<file path="config.mk">
export PLATFORM = sky130hd
export DESIGN_NAME = dac_rate_gen
export DESIGN_NICKNAME = d
export VERILOG_FILES = /design/src/rtl/dac_rate_pkg.sv /design/src/rtl/dac_rate_regs.sv /design/src/rtl/dac_rate_prescale.sv /design/src/rtl/dac_rate_accum.sv /design/src/rtl/dac_rate_latch.sv /design/src/rtl/dac_rate_gen.sv
export SDC_FILE = /design/constraint.sdc
export NUM_CORES = 1
export LEC_CHECK = 0
export BUFFER_PORTS_ARGS = -buffer_cell sky130_fd_sc_hd__clkbuf_2
export CAP_MARGIN = 10
export CORE_AREA = 3 3 138 113
export CTS_CLUSTER_DIAMETER = 60
export DETAILED_ROUTE_END_ITERATION = 6
export DIE_AREA = 0 0 141 116
export PLACE_DENSITY = 0.66
export RECOVER_POWER = 50
export SYNTH_ARGS = -nofsm -noshare
export SYNTH_HDL_FRONTEND = slang
export SYNTH_SLANG_ARGS = --single-unit
</file>
<file path="constraint.sdc">
create_clock -name clk -period 2.3 [get_ports clk]
set_input_delay 0 -clock clk [delete_from_list [all_inputs] [get_ports clk]]
set_output_delay 0 -clock clk [all_outputs]
set_load 0.01 [all_outputs]
</file>
<file path="src/rtl/dac_rate_pkg.sv">
package dac_rate_pkg;
  localparam int unsigned DATA_W = 16;
  localparam int unsigned HI_W   = 4;
  localparam int unsigned ACC_W  = 26;
  localparam int unsigned PRE_W  = 2;
  localparam int unsigned NREGS  = 4;
  localparam int unsigned ADDR_W = $clog2(NREGS);

  typedef enum logic [ADDR_W-1:0] {
    RA_FREQ_LO = 2'd0,
    RA_FREQ_HI = 2'd1,
    RA_LEFT    = 2'd2,
    RA_RIGHT   = 2'd3
  } reg_addr_e;
endpackage

</file>
<file path="src/rtl/dac_rate_regs.sv">
module dac_rate_regs
  import dac_rate_pkg::*;
#(
  parameter int unsigned DW = DATA_W,
  parameter int unsigned HW = HI_W,
  parameter int unsigned NR = NREGS,
  parameter int unsigned AW = ADDR_W
) (
  input  logic          clk,
  input  logic          rst_n,
  input  logic          we,
  input  logic [AW-1:0] addr,
  input  logic [DW-1:0] wdata,
  output logic [DW-1:0] rdata,
  output logic [DW+HW-1:0] freq_word,
  output logic [DW-1:0] left_val,
  output logic [DW-1:0] right_val
);
  localparam int unsigned WW = DW + HW;

  function automatic logic [WW-1:0] join_word(input logic [DW-1:0] lo,
                                              input logic [DW-1:0] hi);
    return {hi[HW-1:0], lo};
  endfunction

  logic [DW-1:0] regs [NR];

  for (genvar g = 0; g < NR; g++) begin : g_reg
    logic hit;
    assign hit = we && (addr == AW'(g));
    always_ff @(posedge clk) begin
      if (!rst_n)   regs[g] <= '0;
      else if (hit) regs[g] <= wdata;
    end
  end

  assign rdata     = regs[addr];
  assign freq_word = join_word(regs[RA_FREQ_LO], regs[RA_FREQ_HI]);
  assign left_val  = regs[RA_LEFT];
  assign right_val = regs[RA_RIGHT];

  p_write_lands_r2: assert property (@(posedge clk) disable iff (!rst_n)
    we |=> (regs[$past(addr)] == $past(wdata)));
  p_no_write_hold_r2: assert property (@(posedge clk) disable iff (!rst_n)
    !we |=> $stable(left_val) && $stable(right_val) && $stable(freq_word));
endmodule

</file>
<file path="src/rtl/dac_rate_prescale.sv">
module dac_rate_prescale
  import dac_rate_pkg::*;
#(
  parameter int unsigned PW = PRE_W
) (
  input  logic clk,
  input  logic rst_n,
  output logic tick
);
  logic [PW-1:0] cnt;

  always_ff @(posedge clk) begin
    if (!rst_n) cnt <= '0;
    else        cnt <= cnt + 1'b1;
  end

  assign tick = (cnt == {PW{1'b1}});

  p_tick_spaced_r3: assert property (@(posedge clk) disable iff (!rst_n)
    tick |=> !tick);
endmodule

</file>
<file path="src/rtl/dac_rate_accum.sv">
module dac_rate_accum
  import dac_rate_pkg::*;
#(
  parameter int unsigned AW = ACC_W,
  parameter int unsigned IW = DATA_W + HI_W
) (
  input  logic          clk,
  input  logic          rst_n,
  input  logic          tick,
  input  logic [IW-1:0] inc,
  output logic          ovf
);
  logic [AW-1:0] acc;
  logic [AW:0]   sum;

  function automatic logic [AW:0] phase_add(input logic [AW-1:0] a,
                                            input logic [IW-1:0] b);
    return {1'b0, a} + {{(AW+1-IW){1'b0}}, b};
  endfunction

  assign sum = phase_add(acc, inc);
  assign ovf = tick && sum[AW];

  always_ff @(posedge clk) begin
    if (!rst_n)    acc <= '0;
    else if (tick) acc <= sum[AW-1:0];
  end

  p_hold_between_r3: assert property (@(posedge clk) disable iff (!rst_n)
    !tick |=> $stable(acc));
  p_ovf_on_tick_r5: assert property (@(posedge clk) disable iff (!rst_n)
    ovf |-> tick);
  p_zero_word_r7: assert property (@(posedge clk) disable iff (!rst_n)
    (inc == '0) |-> !ovf);
  p_wrap_r5: assert property (@(posedge clk) disable iff (!rst_n)
    ovf |=> (acc < $past(acc)));
endmodule

</file>
<file path="src/rtl/dac_rate_latch.sv">
module dac_rate_latch
  import dac_rate_pkg::*;
#(
  parameter int unsigned DW = DATA_W
) (
  input  logic          clk,
  input  logic          rst_n,
  input  logic          ovf,
  input  logic [DW-1:0] left_in,
  input  logic [DW-1:0] right_in,
  output logic [DW-1:0] left_out,
  output logic [DW-1:0] right_out,
  output logic          valid,
  output logic          irq
);
  always_ff @(posedge clk) begin
    if (!rst_n) begin
      left_out  <= '0;
      right_out <= '0;
    end else if (ovf) begin
      left_out  <= left_in;
      right_out <= right_in;
    end
  end

  always_ff @(posedge clk) begin
    if (!rst_n) valid <= 1'b0;
    else        valid <= ovf;
  end

  always_ff @(posedge clk) begin
    if (!rst_n) irq <= 1'b0;
    else        irq <= ovf;
  end

  p_irq_match_r6: assert property (@(posedge clk) disable iff (!rst_n)
    irq == valid);
  p_single_pulse_r6: assert property (@(posedge clk) disable iff (!rst_n)
    valid |=> !valid);
  p_hold_out_r6: assert property (@(posedge clk) disable iff (!rst_n)
    !ovf |=> $stable(left_out) && $stable(right_out));
  p_capture_r8: assert property (@(posedge clk) disable iff (!rst_n)
    ovf |=> (left_out == $past(left_in)) && (right_out == $past(right_in)));
endmodule

</file>
<file path="src/rtl/dac_rate_gen.sv">
module dac_rate_gen
  import dac_rate_pkg::*;
#(
  parameter int unsigned DW = DATA_W,
  parameter int unsigned HW = HI_W,
  parameter int unsigned AW = ACC_W,
  parameter int unsigned PW = PRE_W
) (
  input  logic          clk,
  input  logic          rst_n,
  input  logic          bus_we,
  input  logic [1:0]    bus_addr,
  input  logic [DW-1:0] bus_wdata,
  output logic [DW-1:0] bus_rdata,
  output logic [DW-1:0] pcm_left,
  output logic [DW-1:0] pcm_right,
  output logic          pcm_valid,
  output logic          sample_irq
);
  localparam int unsigned IW = DW + HW;

  logic [IW-1:0] freq_word;
  logic [DW-1:0] left_val, right_val;
  logic          tick, ovf;

  dac_rate_regs #(.DW(DW), .HW(HW), .NR(NREGS), .AW(2)) u_regs (
    .clk(clk), .rst_n(rst_n), .we(bus_we), .addr(bus_addr),
    .wdata(bus_wdata), .rdata(bus_rdata), .freq_word(freq_word),
    .left_val(left_val), .right_val(right_val));

  dac_rate_prescale #(.PW(PW)) u_pre (
    .clk(clk), .rst_n(rst_n), .tick(tick));

  dac_rate_accum #(.AW(AW), .IW(IW)) u_acc (
    .clk(clk), .rst_n(rst_n), .tick(tick), .inc(freq_word), .ovf(ovf));

  dac_rate_latch #(.DW(DW)) u_out (
    .clk(clk), .rst_n(rst_n), .ovf(ovf), .left_in(left_val),
    .right_in(right_val), .left_out(pcm_left), .right_out(pcm_right),
    .valid(pcm_valid), .irq(sample_irq));

  p_pulse_needs_tick_r3: assert property (@(posedge clk) disable iff (!rst_n)
    pcm_valid |-> $past(tick));
endmodule

</file>
==> reports/summary.txt, run 1 <==
status: complete, but fails checks
failing checks: setup timing
iteration-0 DRC count of the detailed router: 497
crit share post-route: 102%
crit path time final: 2.35 ns
share of flip-flops with an asynchronous set or reset: 0%
CTS Sinks: 125
Die Span Y: 116 um
pin count of the biggest net entering global routing: 57
DR pass1 iterations: 5
Critical Path End Type: flop
final setup violation count: 29
wirelength, routed: 18000 um
Root Driver: clkbuf_16
cell count after synthesis: 606
total number of vias: 5319
Port Buffer Count: 70
initial antenna violation count: 0
fin worst setup slack: -0.0487 ns
reg2reg start: u_regs.regs[0][0]
remaining antenna violation count: 0
Worst setup SP type: flop
Critical Path Source: u_regs.regs[0][0]
post-synthesis register bit count: 125
Num CTS Buffers: 17
full die area: 0.0164 sq mm
Tot Pwr: 5.85 mW
Post-synth EDFFs: 64
power per cell area: 703 mW/mm^2
most area-hungry cell type in the Yosys netlist: edfxtp_1
area share of the largest cell type after synthesis: 29.9%
Hold Vio Cnt, Final: 0
RD Place Congestion: 0.883
core area: 0.0143 sq mm
count leader, synth: and2_1
worst slew pin tran: 1.10 ns
share of cells above drive strength 1: 28.1%
Slew Viols, Final: 0
Syn Std Cell Area: 0.00643 sq mm
Slew headroom: 26.2%
sequential fraction of the synthesis area: 48.9%
Critical Path RT: 2.64 ns
Data arrival, critical path: 2.69 ns
# diodes: 0
Cell Area, Placed: 0.00733 sq mm
post-DR vias/cell: 5.62
Fmax achieved: 426 MHz
initial core utilization: 45.0%
grt ovf: 0
fillers: 1203
global-route wire length before repair: 28300 um
Max-cap violations: 0
RSZ-0062 raised after global routing: yes
syn nets: 649
Netlist cell types: 62
Layout Nets: 792
worst-path maximum fanout: 24
Clock Latency Late Sink: 0.42 ns
yosys warns: 0
row cnt: 39
I/O pin count: 71
worst clock skew: 0.0136 ns
leak pwr: 3.19 nW
hold path start: rst_n
largest cells by area after synthesis: edfxtp_1 (30%), dfxtp_1 (19%), and2_1 (6.6%), mux4_2 (5.6%), ha_1 (4.1%)
clock buffer depth: 2
Peak VDD IR: 0.000542 V
Max H-tree Level: 4
Reg clk slew, reported paths: 0.06 ns
vias in the first global route: 5332
die span in x: 141 um
DRC Markers: 0
Most used DFF post-synth: edfxtp_1
aggregate global-route resource usage: 22.3%
CTS tree: done
Mean Syn Cell Area: 10.6 sq um
Hold Crit Class: input port to flop
hpwl dp: 12300 um
Wirelength per Cell: 19.0 um
post-route cell area: 0.00832 sq mm
synth cell count leaders: and2_1 (68), edfxtp_1 (64), dfxtp_1 (61)
Area growth syn-to-layout: 29.5%
crit path kind: flop to flop
-- flip-flops by register name (all words and copies together) (netlist names) --
name and count:
u_acc.acc 26, u_out.left_out 16, u_out.right_out 16, u_out.valid 1, u_pre.cnt 2, u_regs.regs 64
-- what timing repair did --
action                                 4_1_cts  5_1_grt
resized for setup                           11       27
cloned                                       2        0
endpoints found under the hold margin       64        0
setup endpoints to repair                   34       43
setup buffers                                3        9
pin swaps                                    4       13
hold buffers                                16        0
-- final cells by class --
class,instances,area (sq um),share of cell area [%]
clock buffers,18,429,5.16
clock inverters,14,159,1.91
inverters,15,56.3,0.677
multi-input cells,428,3210,38.5
flip-flops and latches,125,3140,37.8
well taps,184,230,2.77
repair buffers,162,1100,13.2
-- layer usage --
layer	track usage [%]	vias up	share of wire [%]
met4	4.97	0	1.1
met1	31.4	2584	45
li1	-	2505	-
met3	4.58	22	7.0
met2	35.9	208	47
met5	0	-	0
-- path summary, 6_finish.rpt --
path | depth (start not counted) | slack [ns] | endpoint
max | 11 | -0.05 | u_out.right_out[8]
min | 4 | 0.21 | u_out.right_out[4]
max reg2reg | 11 | -0.05 | u_out.right_out[8]
min reg2reg | 1 | 0.42 | u_pre.cnt[0]
-- through the flow --
stage,hold WS [ns],utilization [%],std cells,setup TNS [ns],setup slack [ns]
2_1_floorplan,0.198,-,606,-0.208,-0.0116
3_3_place_gp,0.318,51.2,885,-0.426,-0.0429
3_5_place_dp,0.326,51.2,885,-1.94,-0.123
4_1_cts,0.193,57.5,938,-0.0639,-0.0254
5_1_grt,0.222,58.2,946,-2.64,-0.107
6_report,0.211,58.2,946,-0.419,-0.0487
-- worst max-delay path: stages (launching register included) --
cell      delay, ns
edfxtp_1       0.36
ha_2           0.19
inv_2          0.04
fa_2           0.34
nand2b_4       0.17
a21oi_4        0.17
o211ai_4       0.11
a311oi_4       0.30
buf_4          0.19
buf_16         0.18
nand3_1        0.13
o21ai_2        0.10
-- cells by family after synthesis --
group,Yosys count,synth area share [%]
AO/OA/AOI/OAI,129,14.7
XOR/XNOR,7,0.954
adder cells (fa/ha/maj),22,4.40
buffers and inverters,53,4.13
flip-flops,125,48.9
multiplexers,26,7.18
AND/OR/NAND/NOR,244,19.8
-- placed cells by master (no fill, tap or decap), types with 16 or more instances in the layout --
master and instances:
and2_1 48, clkbuf_2 34, nand3_1 51, nor2_1 22, and2_0 20, clkbuf_16 17, buf_4 61, clkbuf_1 43
edfxtp_1 64, dfxtp_1 61, o21ai_2 30, mux4_2 16, a21oi_1 20, dlygate4sd3_1 16, nand2_1 59
-- report_power, final --
part	switching, mW	total, mW	internal [mW]
clock	1.07	2.69	1.62
combinational	0.351	0.636	0.285
sequential	0.0762	2.53	2.45
No activity file was read; power rests on OpenSTA's default activity.
==> run 2, diff against run 1 <==
CTS_BUF_LIST = sky130_fd_sc_hd__clkbuf_4 sky130_fd_sc_hd__clkbuf_8 sky130_fd_sc_hd__clkbuf_16   (was not set)
==> run 2 against run 1 <==
The flow still finishes with violations (setup timing). Core utilization about the same. Via count grew 0.24%. Fmax shrank 0.15%. Critical path depth is the same. Final area about the same. Largest power group unchanged. Critical path type unchanged. Power is 0.26% higher. Global-route usage is essentially flat. Worst hold slack worse by 0.0013 ns.
==> reports/summary.txt, run 2 (synthesized netlist as in run 1, its figures left out) <==
post-route cell area: 0.00832 sq mm
hpwl dp: 12300 um
aggregate global-route resource usage: 22.3%
post-place setup slack: -0.123 ns
share of cells above drive strength 1: 28.2%
Num CTS Buffers: 17
worst slew pin tran: 1.13 ns
initial core utilization: 45.0%
Reg clk slew, reported paths: 0.06 ns
Die Span Y: 116 um
crit path time final: 2.35 ns
fin worst setup slack: -0.0523 ns
Slew Viols, Final: 0
DRC Markers: 0
remaining antenna violation count: 0
Setup TNS Final: -0.516 ns
core area: 0.0143 sq mm
Critical Path RT: 2.64 ns
die span in x: 141 um
Cell Area, Placed: 0.00733 sq mm
Hold Vio Cnt, Final: 0
I/O pin count: 71
global-route wire length before repair: 28300 um
leading cell type in the layout, fill and taps excluded: edfxtp_1
Max-cap violations: 0
crit share post-route: 102%
row cnt: 39
failing checks: setup timing
clock buffer depth: 2
Critical Path End Type: flop
Area growth syn-to-layout: 29.5%
Data arrival, critical path: 2.69 ns
worst clock skew: 0.0156 ns
wirelength, routed: 18000 um
post-DR vias/cell: 5.64
full die area: 0.0164 sq mm
final setup violation count: 30
DR pass1 iterations: 5
worst-path maximum fanout: 24
power per cell area: 704 mW/mm^2
CP peak stage delay: 0.36 ns
CP Cell Sequence: ha_2 -> inv_2 -> fa_2 -> nand2b_4 -> a21oi_4 -> o211ai_4 -> a311oi_4 -> buf_4 -> buf_16 -> nand3_1 -> o21ai_2
Wirelength per Cell: 19.1 um
total number of vias: 5332
max reg flops: 64
Fmax achieved: 425 MHz
Clock Latency Late Sink: 0.42 ns
Peak VDD IR: 0.000540 V
status: complete, but fails checks
Slew headroom: 24.5%
Port Buffer Count: 70
RSZ-0062 raised after global routing: yes
flop2flop setup slack: -0.05 ns
Root Driver: clkbuf_16
crit path kind: flop to flop
Worst setup SP type: flop
grt ovf: 0
Layout Nets: 792
pin count of the biggest net entering global routing: 57
Hold Crit Class: input port to flop
CTS tree: done
crit-path leading delay family: compound AO/OA/AOI/OAI gates
Max H-tree Level: 4
vias in the first global route: 5344
most frequent cells in the layout: edfxtp_1 (64), buf_4 (61), dfxtp_1 (61)
initial antenna violation count: 0
RD Place Congestion: 0.883
CTS Sinks: 125
Buffers & Inverters on Critical Path: 3
# diodes: 0
leak pwr: 3.20 nW
Reg with most FFs: u_regs.regs
largest registers: u_regs.regs (64), u_acc.acc (26)
CP max-delay cell: edfxtp_1
iteration-0 DRC count of the detailed router: 435
## run 2: cell counts in the layout (fill, tap and decap cells not counted)
Identical to the previous run, type by type.
## run 2: path summary, 6_finish.rpt
path | cells past startpoint | from | endpoint
max | 11 | u_regs.regs[0][0] | u_out.right_out[8]
min | 4 | rst_n | u_out.left_out[6]
max reg2reg | 11 | u_regs.regs[0][0] | u_out.right_out[8]
min reg2reg | 1 | u_pre.cnt[0] | u_pre.cnt[0]
## run 2: worst min-delay path, cell delays in order
cell and delay, ns:
buf_4 0.13, buf_4 0.26, nand2_1 0.13, o21ai_2 0.05
## run 2: repair_timing
| action | CTS | global route |
|---|---|---|
| gates cloned | 2 | 0 |
| hold buffers | 16 | 0 |
| setup endpoints to repair | 34 | 43 |
| pin swaps | 4 | 13 |
| buffers inserted | 3 | 9 |
| resized for setup | 11 | 27 |
| endpoints found under the hold margin | 64 | 0 |
## run 2: area by class of cell
class	count	area (sq um)
Clock inverter	14	159
Fill cell	1203	5970
Sequential cell	125	3140
Tap cell	184	230
Clock buffer	18	433
Inverter	15	56.3
Timing Repair Buffer	162	1100
Multi-Input combinational cell	428	3210
## run 2: per-stage QoR
| stage | utilization [%] | total power, mW | hold slack, ns | instances |
|---|---|---|---|---|
| 2_1_floorplan | - | 2.88 | 0.198 | 606 |
| 3_3_place_gp | 51.2 | 3.13 | 0.318 | 885 |
| 3_5_place_dp | 51.2 | 3.14 | 0.326 | 885 |
| 4_1_cts | 57.5 | 5.87 | 0.193 | 938 |
| 5_1_grt | 58.2 | 6.06 | 0.222 | 946 |
| 6_report | 58.2 | 5.86 | 0.210 | 946 |
## run 2: where the power goes
group	switching, mW	internal [mW]
registers	0.0767	2.45
logic	0.352	0.285
clock network	1.07	1.63
## run 2: per-layer routing
metal  track usage [%]  part of all wire (%)
met1              31.2                    46
met5                 0                     0
met2              36.0                    47
met3              4.70                   6.7
met4              5.04                   1.1
